<file path="src/rtl/atmr_pkg.sv">
package atmr_pkg;
    localparam int ADDR_W = 4;

    localparam logic [ADDR_W-1:0] A_CTRL    = 4'd0;
    localparam logic [ADDR_W-1:0] A_DIV     = 4'd1;
    localparam logic [ADDR_W-1:0] A_STAGE   = 4'd2;
    localparam logic [ADDR_W-1:0] A_COPY    = 4'd3;
    localparam logic [ADDR_W-1:0] A_ALARM   = 4'd4;
    localparam logic [ADDR_W-1:0] A_COUNT   = 4'd5;
    localparam logic [ADDR_W-1:0] A_STAT    = 4'd6;
    localparam logic [ADDR_W-1:0] A_INIT    = 4'd7;

    // control bit positions
    localparam int B_RUN    = 0;
    localparam int B_UP     = 1;
    localparam int B_ARM    = 2;
    localparam int B_RELOAD = 3;
    localparam int B_IEN    = 4;
    localparam int CTRL_W   = 5;

    typedef enum logic [1:0] {
        ST_HALT_IDLE  = 2'd0,
        ST_HALT_ARMED = 2'd1,
        ST_RUN_FREE   = 2'd2,
        ST_RUN_ARMED  = 2'd3
    } chan_state_e;
endpackage

</file>
<file path="src/rtl/atmr_prescaler.sv">
module atmr_prescaler #(
    parameter int DIV_W = 16
) (
    input  logic             clk,
    input  logic             rst_n,
    input  logic             run,
    input  logic             restart,
    input  logic [DIV_W-1:0] div_field,
    output logic             tick
);
    localparam int PC_W = DIV_W + 1;
    localparam logic [PC_W-1:0] MAX_DIV = {1'b1, {DIV_W{1'b0}}};
    localparam logic [PC_W-1:0] MIN_DIV = PC_W'(2);

    logic [PC_W-1:0] eff_div;
    logic [PC_W-1:0] phase;
    logic            wrap;

    // field 0 selects the largest divide, field 1 behaves as 2
    always_comb begin
        if (div_field == '0)
            eff_div = MAX_DIV;
        else if (div_field == DIV_W'(1))
            eff_div = MIN_DIV;
        else
            eff_div = {1'b0, div_field};
    end

    assign wrap = (phase == eff_div - PC_W'(1));
    assign tick = run && !restart && wrap;

    always_ff @(posedge clk or negedge rst_n) begin
        if (!rst_n)
            phase <= '0;
        else if (restart || !run)
            phase <= '0;
        else if (wrap)
            phase <= '0;
        else
            phase <= phase + PC_W'(1);
    end

    AST_PHASE_IN_RANGE: assert property (@(posedge clk) disable iff (!rst_n)
        phase < eff_div);

    AST_HALT_NO_TICK: assert property (@(posedge clk) disable iff (!rst_n)
        (!run || restart) |=> (phase == '0));
endmodule

</file>
<file path="src/rtl/atmr_counter.sv">
module atmr_counter #(
    parameter int CNT_W = 64
) (
    input  logic             clk,
    input  logic             rst_n,
    input  logic             tick,
    input  logic             up,
    input  logic             fire,
    input  logic             reload_en,
    input  logic             copy_go,
    input  logic [CNT_W-1:0] stage_val,
    output logic [CNT_W-1:0] cnt_q,
    output logic [CNT_W-1:0] cnt_step
);
    assign cnt_step = up ? cnt_q + CNT_W'(1) : cnt_q - CNT_W'(1);

    always_ff @(posedge clk or negedge rst_n) begin
        if (!rst_n)
            cnt_q <= '0;
        else if (copy_go)
            cnt_q <= stage_val;
        else if (tick) begin
            if (fire && reload_en)
                cnt_q <= stage_val;
            else
                cnt_q <= cnt_step;
        end
    end

    AST_HOLD_WITHOUT_TICK: assert property (@(posedge clk) disable iff (!rst_n)
        (!tick && !copy_go) |=> $stable(cnt_q));

    AST_RELOAD_TAKES_STAGE: assert property (@(posedge clk) disable iff (!rst_n)
        (fire && reload_en && !copy_go) |=> (cnt_q == $past(stage_val)));
endmodule

</file>
<file path="src/rtl/atmr_ctrl.sv">
module atmr_ctrl
    import atmr_pkg::*;
#(
    parameter int CNT_W = 64
) (
    input  logic             clk,
    input  logic             rst_n,
    input  logic             ctrl_wr,
    input  logic             ctrl_run,
    input  logic             ctrl_arm,
    input  logic             init_wr,
    input  logic             clr_wr,
    input  logic             tick,
    input  logic             up,
    input  logic [CNT_W-1:0] cnt_step,
    input  logic [CNT_W-1:0] alarm_val,
    output logic             run,
    output logic             armed,
    output logic             fire,
    output logic             status
);
    chan_state_e state_q, state_d;
    logic        hit;

    assign hit = up ? (cnt_step >= alarm_val) : (cnt_step <= alarm_val);

    // next-state selection: init, then control write, then alarm disarm
    always_comb begin
        state_d = state_q;
        if (init_wr)
            state_d = ST_HALT_IDLE;
        else if (ctrl_wr)
            state_d = chan_state_e'({ctrl_run, ctrl_arm});
        else begin
            unique case (state_q)
                ST_HALT_IDLE:  state_d = ST_HALT_IDLE;
                ST_HALT_ARMED: state_d = ST_HALT_ARMED;
                ST_RUN_FREE:   state_d = ST_RUN_FREE;
                ST_RUN_ARMED:  state_d = (tick && hit) ? ST_RUN_FREE : ST_RUN_ARMED;
            endcase
        end
    end

    always_ff @(posedge clk or negedge rst_n) begin
        if (!rst_n)
            state_q <= ST_HALT_IDLE;
        else
            state_q <= state_d;
    end

    // outputs decoded from the current state
    always_comb begin
        run   = 1'b0;
        armed = 1'b0;
        fire  = 1'b0;
        unique case (state_q)
            ST_HALT_IDLE:  ;
            ST_HALT_ARMED: armed = 1'b1;
            ST_RUN_FREE:   run = 1'b1;
            ST_RUN_ARMED: begin
                run   = 1'b1;
                armed = 1'b1;
                fire  = tick && hit;
            end
        endcase
    end

    always_ff @(posedge clk or negedge rst_n) begin
        if (!rst_n)
            status <= 1'b0;
        else if (init_wr)
            status <= 1'b0;
        else if (fire)
            status <= 1'b1;
        else if (clr_wr)
            status <= 1'b0;
    end

    AST_FIRE_SETS_STATUS: assert property (@(posedge clk) disable iff (!rst_n)
        fire |=> status);

    AST_FIRE_DISARMS: assert property (@(posedge clk) disable iff (!rst_n)
        (fire && !ctrl_wr) |=> !armed);

    AST_STATUS_STICKY: assert property (@(posedge clk) disable iff (!rst_n)
        (status && !clr_wr && !init_wr) |=> status);

    AST_INIT_CLEARS: assert property (@(posedge clk) disable iff (!rst_n)
        init_wr |=> (!status && !run && !armed));
endmodule

</file>
<file path="src/rtl/alarm_timer_chan.sv">
module alarm_timer_chan
    import atmr_pkg::*;
#(
    parameter int CNT_W = 64,
    parameter int DIV_W = 16
) (
    input  logic              clk,
    input  logic              rst_n,
    input  logic              wr_en,
    input  logic [ADDR_W-1:0] wr_addr,
    input  logic [CNT_W-1:0]  wr_data,
    input  logic [ADDR_W-1:0] rd_addr,
    output logic [CNT_W-1:0]  rd_data,
    output logic              irq
);
    localparam logic [DIV_W-1:0] DIV_RESET = DIV_W'(2);

    logic             wr_ctrl, wr_div, wr_stage, wr_copy, wr_alarm, wr_stat, wr_init;
    logic             up_q, reload_q, ien_q;
    logic [DIV_W-1:0] div_q;
    logic [CNT_W-1:0] stage_q, alarm_q;
    logic             run, armed, fire, status, tick;
    logic [CNT_W-1:0] cnt_q, cnt_step;
    logic [CTRL_W-1:0] ctrl_rd;

    assign wr_ctrl  = wr_en && (wr_addr == A_CTRL);
    assign wr_div   = wr_en && (wr_addr == A_DIV);
    assign wr_stage = wr_en && (wr_addr == A_STAGE);
    assign wr_copy  = wr_en && (wr_addr == A_COPY);
    assign wr_alarm = wr_en && (wr_addr == A_ALARM);
    assign wr_stat  = wr_en && (wr_addr == A_STAT) && wr_data[0];
    assign wr_init  = wr_en && (wr_addr == A_INIT);

    always_ff @(posedge clk or negedge rst_n) begin
        if (!rst_n) begin
            up_q     <= 1'b1;
            reload_q <= 1'b0;
            ien_q    <= 1'b0;
            div_q    <= DIV_RESET;
            stage_q  <= '0;
            alarm_q  <= '0;
        end else begin
            if (wr_ctrl) begin
                up_q     <= wr_data[B_UP];
                reload_q <= wr_data[B_RELOAD];
                ien_q    <= wr_data[B_IEN];
            end
            if (wr_div)
                div_q <= wr_data[DIV_W-1:0];
            if (wr_stage)
                stage_q <= wr_data;
            if (wr_alarm)
                alarm_q <= wr_data;
        end
    end

    atmr_prescaler #(.DIV_W(DIV_W)) u_presc (
        .clk       (clk),
        .rst_n     (rst_n),
        .run       (run),
        .restart   (wr_div || wr_init),
        .div_field (div_q),
        .tick      (tick)
    );

    atmr_counter #(.CNT_W(CNT_W)) u_cnt (
        .clk       (clk),
        .rst_n     (rst_n),
        .tick      (tick),
        .up        (up_q),
        .fire      (fire),
        .reload_en (reload_q),
        .copy_go   (wr_copy),
        .stage_val (stage_q),
        .cnt_q     (cnt_q),
        .cnt_step  (cnt_step)
    );

    atmr_ctrl #(.CNT_W(CNT_W)) u_ctrl (
        .clk       (clk),
        .rst_n     (rst_n),
        .ctrl_wr   (wr_ctrl),
        .ctrl_run  (wr_data[B_RUN]),
        .ctrl_arm  (wr_data[B_ARM]),
        .init_wr   (wr_init),
        .clr_wr    (wr_stat),
        .tick      (tick),
        .up        (up_q),
        .cnt_step  (cnt_step),
        .alarm_val (alarm_q),
        .run       (run),
        .armed     (armed),
        .fire      (fire),
        .status    (status)
    );

    always_comb begin
        ctrl_rd           = '0;
        ctrl_rd[B_RUN]    = run;
        ctrl_rd[B_UP]     = up_q;
        ctrl_rd[B_ARM]    = armed;
        ctrl_rd[B_RELOAD] = reload_q;
        ctrl_rd[B_IEN]    = ien_q;
    end

    always_comb begin
        rd_data = '0;
        case (rd_addr)
            A_CTRL:  rd_data = CNT_W'(ctrl_rd);
            A_DIV:   rd_data = CNT_W'(div_q);
            A_STAGE: rd_data = stage_q;
            A_ALARM: rd_data = alarm_q;
            A_COUNT: rd_data = cnt_q;
            A_STAT:  rd_data = CNT_W'(status);
            default: rd_data = '0;
        endcase
    end

    assign irq = status && ien_q;

    AST_IRQ_FOLLOWS_STATUS: assert property (@(posedge clk) disable iff (!rst_n)
        (irq && !wr_init && !wr_stat && !wr_ctrl) |=> irq);
endmodule

</file>
<file path="config.mk">
export PLATFORM = sky130hd
export DESIGN_NAME = alarm_timer_chan
export DESIGN_NICKNAME = d
export VERILOG_FILES = /design/src/rtl/atmr_pkg.sv /design/src/rtl/atmr_prescaler.sv /design/src/rtl/atmr_counter.sv /design/src/rtl/atmr_ctrl.sv /design/src/rtl/alarm_timer_chan.sv
export SDC_FILE = /design/constraint.sdc
export NUM_CORES = 1
export LEC_CHECK = 0
export ABC_CLOCK_PERIOD_IN_PS = 7070
export BUFFER_PORTS_ARGS = -buffer_cell sky130_fd_sc_hd__buf_4
export CAP_MARGIN = 40
export CORE_MARGIN = 3
export CORE_UTILIZATION = 50
export CTS_CLUSTER_SIZE = 12
export DETAILED_ROUTE_END_ITERATION = 10
export GPL_ROUTABILITY_DRIVEN = 0
export PLACE_DENSITY_LB_ADDON = 0.25
export SYNTH_ARGS = -nofsm -noshare
export SYNTH_HDL_FRONTEND = slang
export SYNTH_SLANG_ARGS = --single-unit
</file>
<file path="constraint.sdc">
create_clock -name clk -period 7.07 [get_ports clk]
set_input_delay 1.414 -clock clk [delete_from_list [all_inputs] [get_ports clk]]
set_output_delay 1.414 -clock clk [all_outputs]
set_load 0.05 [all_outputs]
</file>
==> qor.yml, run 1 <==
final_layout:
  drive_above_1_share: 0.205
  final_cell_mix: "dfrtp_1, nand2_1, buf_4, a21oi_1, mux2_2"
  syn_to_final_growth_pct: 15.6
  antenna_cells: 0
  fin_nets: 2123
  final_common_cell: "dfrtp_1"
  fin_cells: 2379
  fillers: 2797
timing:
  setup_tns_ns: 0
  drv_slew: 0
  setup_violations: 0
  hold_viol: 0
  finalClockSkew_ns: 0.0220
  post-route-period-util: 0.934
  max_freq_ghz: 0.151
  tightestPinTransition_ns: 0.907
  max_slew_margin: 0.395
  rsz0062_at_grt: "no"
  fin_crit_ns: 6.61
cts:
  cts_sinks: 231
  cts_hold_buf: 0
  cts_root_buf: "clkbuf_16"
  cts_tree: "done"
  clkTransAtPathRegs_ns: 0.06
  clock_latency_ns: 0.57
  cts_buffers: 27
  htree_num_levels: 1
  cts.path.max_buffers: 3
worst_setup_path:
  critPathTopFamily: "compound AO/OA/AOI/OAI gates"
  critPathMaxStageDelay_ns: 0.60
  end_kind: "flop"
  critPathBufInv: 2
  r2r-end: "u_cnt.cnt_q[63]$_DFFE_PN0P_"
  cp_max_fo: 19
  setup.worst_path.start_class: "flop"
  r2r_cells: 23
  rrSetupSlack_ns: 0.46
  cp.required_ns: 7.55
  critPathKind: "reg2reg"
  cpMaxStageDelayCell: "dfstp_2"
  path_cells: "inv_2 > ha_1 > a2111oi_0 > o21ai_0 > a221oi_1 > o21ai_0 > a31o_2 > a2111oi_4 > o31ai_2 > a31oi_1 > xnor2_1 > ha_1 > nand4_1 > nor4_1 > nand3_1 > or2_2 > a41oi_1 > nor3_1 > mux2i_1 > a21bo_4 > buf_4 > or4_1 > o211ai_1"
  timing.rr.start: "up_q$_DFFE_PN1P_"
  cp.arrival_ns: 7.09
floorplan:
  rows: 66
  coreArea_mm2: 0.0326
  dieArea_mm2: 0.0354
  die_height_um: 188
  io_pins: 140
  start_util: 0.509
  die_x_um: 188
synthesis:
  netlist_area_mm2: 0.0166
  synth.distinct_cells: 83
  synthCells: 1803
  ys_ff_latch: 231
  synth-seq-area-share: 0.349
  syn_nets: 2008
  avgSynthCellArea_um2: 9.20
  async_flop_share: 1.00
  synth_flop_cell: "dfrtp_1"
  yosys_warnings: 0
  synth_edf_count: 0
global_route:
  grt_first_pass_wirelength_um: 74300
  grt_use_total: 0.253
  overflow: 0
  antenna_found_initial: 0
  grt_max_degree: 126
  grt_pass1_vias: 14200
placement:
  hpwl_um: 33800
  placedCellCount: 2330
  io_buffers: 139
power_and_ir_drop:
  power_mw: 9.32
  power.density_mw_per_mm2: 486
  p_leak_nw: 8.71
  peakVddDrop_uv: 269
drt:
  drc: 0
  vias: 14400
  vias_per_cell: 6.04
  drt-initial-drc-count: 1125
  ant_nets: 0
  drtPass1Iterations: 6
  finalWirelength_um: 46000
  wire_per_inst_um: 19.3
min_path:
  hp-class: "reg2reg"
  hold_start: "alarm_q[26]$_DFFE_PN0P_"
  hold_depth: 1
  min_to: "alarm_q[26]$_DFFE_PN0P_"
run:
  cap_viol_max_count: 0
status:
  outcome: "finished clean"
sequential cells by signal (all words and copies together) (netlist names):
name            count
stage_q            64
alarm_q            64
u_presc.phase      17
u_cnt.cnt_q        64
u_ctrl.state_q      2
u_ctrl.status       1
up_q                1
div_q              16
reload_q            1
ien_q               1
metrics by stage:
step / utilization / hold slack, ns / cell area [um^2] / setup WS, ns
after CTS: 0.587 / 0.536 / 19100 / 0.293
after floorplan: - / 0.477 / 16600 / 0.397
final: 0.588 / 0.538 / 19200 / 0.464
after detailed placement: 0.558 / 0.523 / 18200 / 0.335
after global placement: 0.554 / 0.509 / 18100 / 0.410
after global routing: 0.588 / 0.558 / 19200 / 0.0685
power breakdown:
group	internal (mW)	total, mW	switching, mW
registers	1.71	2.13	0.422
logic	2.40	5.68	3.29
clock network	0.909	1.50	0.595
final cells by class:
type | instances | area [um^2] | area share
flip-flops and latches | 231 | 5780 | 0.302
well taps | 442 | 553 | 0.0288
multi-input cells | 1383 | 10100 | 0.526
clock buffers | 35 | 766 | 0.0399
clock inverters | 13 | 184 | 0.00959
inverters | 103 | 387 | 0.0202
repair buffers | 172 | 1420 | 0.0739
metal layers:
layer | vias to the layer above | global-route usage | part of all wire
met5 | - | 0 | 0
met2 | 451 | 0.421 | 0.47
met3 | 78 | 0.0340 | 0.058
li1 | 6815 | - | -
met1 | 7014 | 0.348 | 0.45
met4 | 0 | 0.0701 | 0.022
cells by family after synthesis:
| group | count (synthesis) | synth area share |
|---|---|---|
| and+or+nand+nor | 486 | 0.136 |
| AOI/OAI and AO/OA | 480 | 0.191 |
| DFF | 231 | 0.349 |
| muxes | 198 | 0.131 |
| buffers and inverters | 189 | 0.0480 |
| adders and majority gates | 130 | 0.0985 |
| xor gates and xnor gates | 89 | 0.0470 |
repair_timing:
item	CTS	global route
buffers inserted	0	1
gates resized for setup	0	5
setup endpoints to repair	0	64
worst max path at each step:
stage	to	cells after the start	from	slack, ns
floorplan	u_cnt.cnt_q[33]$_DFFE_PN0P_	25	up_q$_DFFE_PN1P_	0.40
global placement	u_cnt.cnt_q[63]$_DFFE_PN0P_	22	up_q$_DFFE_PN1P_	0.41
detailed placement	u_cnt.cnt_q[63]$_DFFE_PN0P_	22	up_q$_DFFE_PN1P_	0.33
CTS	u_cnt.cnt_q[63]$_DFFE_PN0P_	22	up_q$_DFFE_PN1P_	0.29
global route	u_cnt.cnt_q[15]$_DFFE_PN0P_	23	up_q$_DFFE_PN1P_	0.07
finish	u_cnt.cnt_q[63]$_DFFE_PN0P_	23	up_q$_DFFE_PN1P_	0.46
cells in the mapped netlist (4+ instances only):
cell type	count	area [um^2]
a2111oi_0	6	52.6
o21bai_1	17	128
a31oi_1	20	125
clkbuf_1	69	259
and3_1	16	100
nand4_1	33	206
nor2b_1	11	68.8
and4_1	4	35.0
inv_1	103	387
a22oi_1	74	556
ha_1	129	1610
nor2_1	126	473
nor4_1	9	56.3
o211ai_1	4	30.0
o21ai_0	57	285
xnor2_1	61	534
xor2_1	28	245
a21o_1	52	390
nand2b_1	9	56.3
mux2_2	148	1670
o21a_1	6	45.0
dfrtp_1	229	5730
nand3_1	39	195
o31ai_1	8	60.1
buf_2	8	40.0
a31o_2	5	43.8
a211oi_1	9	67.6
buf_6	6	67.6
and2_1	5	31.3
a222oi_1	5	50.1
nand2_1	182	683
nand3b_1	5	37.5
a21boi_0	5	37.5
mux2i_1	50	500
nor3_1	22	110
a22o_1	10	87.6
a21oi_1	156	781
worst register-to-register path, stage by stage (launching register included):
cell	delay [ns]
dfstp_2	0.60
inv_2	0.19
ha_1	0.40
a2111oi_0	0.36
o21ai_0	0.16
a221oi_1	0.41
o21ai_0	0.27
a31o_2	0.35
a2111oi_4	0.43
o31ai_2	0.17
a31oi_1	0.22
xnor2_1	0.12
ha_1	0.31
nand4_1	0.21
nor4_1	0.32
nand3_1	0.17
or2_2	0.35
a41oi_1	0.22
nor3_1	0.10
mux2i_1	0.16
a21bo_4	0.31
buf_4	0.20
or4_1	0.40
o211ai_1	0.10
No activity file was read; power rests on OpenSTA's default activity.
==> run 2: changes to the inputs <==
Settings changed: CORE_MARGIN 3 to unset, RECOVER_POWER set to 50.
==> qor.yml, run 2 (synthesis results as in run 1) <==
floorplan:
  io_pins: 140  # unchanged
  start_util: 0.509  # unchanged
  coreArea_mm2: 0.0326  # unchanged
  dieArea_mm2: 0.0339  # -4.2%
  die_x_um: 184  # -2.1%
  rows: 66  # unchanged
  die_height_um: 184  # -2.1%
worst_setup_path:
  setup.worst_path.start_class: "flop"
  crit_path_frequent_cell: "a31oi_1"
  cp.required_ns: 7.53  # -0.02 ns
  critPathMaxStageDelay_ns: 0.61  # about the same
  cp.arrival_ns: 7.16  # +0.07 ns
  critPathKind: "reg2reg"
  cp_max_fo: 29  # +10
  cpMaxStageDelayCell: "dfstp_2"
  critPathTopFamily: "compound AO/OA/AOI/OAI gates"
  path_cells: "inv_4 > fa_1 > a211oi_1 > o21ai_0 > a31oi_2 > o2111ai_1 > a32oi_1 > nand2b_1 > a31oi_1 > xnor2_1 > ha_1 > a21o_1 > a211oi_1 > a2111oi_1 > a2111oi_0 > a31oi_1 > nor3_1 > mux2i_1 > a21bo_4 > buf_4 > or3b_2 > a31oi_1"
  end_kind: "flop"
  critPathBufInv: 2  # unchanged
drt:
  vias_per_cell: 6.04  # +0.12%
  drc: 0  # unchanged
  finalWirelength_um: 45600  # -0.84%
  drtPass1Iterations: 6  # unchanged
  ant_nets: 0  # unchanged
  vias: 14300  # -0.13%
  wire_per_inst_um: 19.2  # -0.58%
  drt-initial-drc-count: 1080  # -4.0%
timing:
  setup_tns_ns: 0  # unchanged
  max_freq_ghz: 0.149  # -1.4%
  finalClockSkew_ns: 0.0168  # -0.00521 ns
  tightestPinTransition_ns: 5.09  # +4.18 ns
  drv_slew: 170  # +170
  fin_crit_ns: 6.70  # +0.0930 ns
  post-route-period-util: 0.948  # +0.0132
  max_slew_margin: -2.39  # -2.79
  setup_violations: 0  # unchanged
  rsz0062_at_grt: "no"
  hold_viol: 0  # unchanged
final_layout:
  final_cell_mix: "dfrtp_1, nand2_1, a21oi_1, buf_4, mux2_2"
  final_common_cell: "dfrtp_1"
  syn_to_final_growth_pct: 14.8
  drive_above_1_share: 0.200  # -0.00506
  antenna_cells: 0  # unchanged
  fin_nets: 2119  # -0.19%
  reg.largest.list: "alarm_q x64, stage_q x64, u_cnt.cnt_q x64"
global_route:
  use_met1: 0.373  # +0.0253
  grt_max_degree: 103  # -18%
  antenna_found_initial: 0  # unchanged
  use_met2: 0.444  # +0.0227
  overflow: 0  # unchanged
  grt_use_total: 0.270  # +0.0172
  grt_pass1_vias: 14300  # +0.15%
  grt_use_met3: 0.0352  # +0.00115
  busiest_layer: "met2"
  grt_first_pass_wirelength_um: 74300  # about the same
status:
  outcome: "finished, violations left"
  violations: "capacitance limit, slew limit"
placement:
  io_buffers: 139  # unchanged
  hpwl_um: 34000  # +0.65%
cts:
  clock_latency_ns: 0.55  # -0.02 ns
  cts_sinks: 231  # unchanged
  htree_num_levels: 1  # unchanged
  cts_buffers: 26  # -3.7%
  clkTransAtPathRegs_ns: 0.06  # about the same
  cts_root_buf: "clkbuf_16"
  cts.path.max_buffers: 3  # unchanged
  cts_tree: "done"
  post_cts_buffers: 0  # unchanged
power_and_ir_drop:
  peakVddDrop_uv: 283  # +5.0%
  p_leak_nw: 8.63  # -0.98%
  power_mw: 9.24  # -0.79%
  power.density_mw_per_mm2: 485  # -0.11%
min_path:
  hp-class: "reg2reg"
run:
  cap_viol_max_count: 3  # +3
[run 2: changes by cell type in the layout (fill, tap and decap cells not counted), moves of 2 or more]
| cell | before | now |
|---|---|---|
| clkbuf_1 | 2 | 8 |
| buf_4 | 161 | 156 |
| clkinv_2 | 7 | 2 |
| buf_12 | 7 | 3 |
| clkbuf_4 | 0 | 3 |
| clkinvlp_4 | 0 | 2 |
[run 2: area by class of cell]
type                    count  area (um^2)
fillers                  2833        13600
clock buffers              38          777
repair buffers            169         1330
well taps                 442          553
flip-flops and latches    231         5780
multi-input cells        1383        10100
inverters                 103          389
clock inverters             7          115
[run 2: metrics by stage]
step                instance area, um^2  hold slack, ns  utilization  cells  worst slack, ns
detailed placement                18200           0.517        0.557   2328           0.0695
global placement                  18000           0.512        0.553   2320            0.261
floorplan                         16600           0.477            -   1803            0.397
CTS                               19000           0.530        0.584   2373           0.0492
finish                            19000           0.533        0.584   2373            0.371
global route                      19000           0.550        0.584   2373        0.0000906
[run 2: path summary, 6_finish.rpt]
path,startpoint,endpoint,slack [ns],depth (start not counted)
max in group asynchronous,rst_n,stage_q[28]$_DFFE_PN0P_,1.02,2
min reg2reg,ien_q$_DFFE_PN0P_,ien_q$_DFFE_PN0P_,0.53,1
max reg2reg,up_q$_DFFE_PN1P_,u_cnt.cnt_q[52]$_DFFE_PN0P_,0.37,22
min,ien_q$_DFFE_PN0P_,ien_q$_DFFE_PN0P_,0.53,1
max,up_q$_DFFE_PN1P_,u_cnt.cnt_q[52]$_DFFE_PN0P_,0.37,22
min in group asynchronous,rst_n,u_presc.phase[16]$_DFF_PN0_,2.95,1
[run 2: what timing repair did]
item                                    CTS  global route
endpoints found under the setup margin    0            64
hold buffers                              0             0
resized for setup                         0             9
[run 2: layer usage]
layer,wire length [um],vias up
met5,0,-
met4,1110,0
met3,2570,74
met2,21400,457
met1,20500,7014
li1,-,6794
[run 2: where the power goes]
group	total, mW	switching, mW	internal, mW
logic	5.69	3.31	2.38
clock network	1.42	0.557	0.865
registers	2.13	0.424	1.71
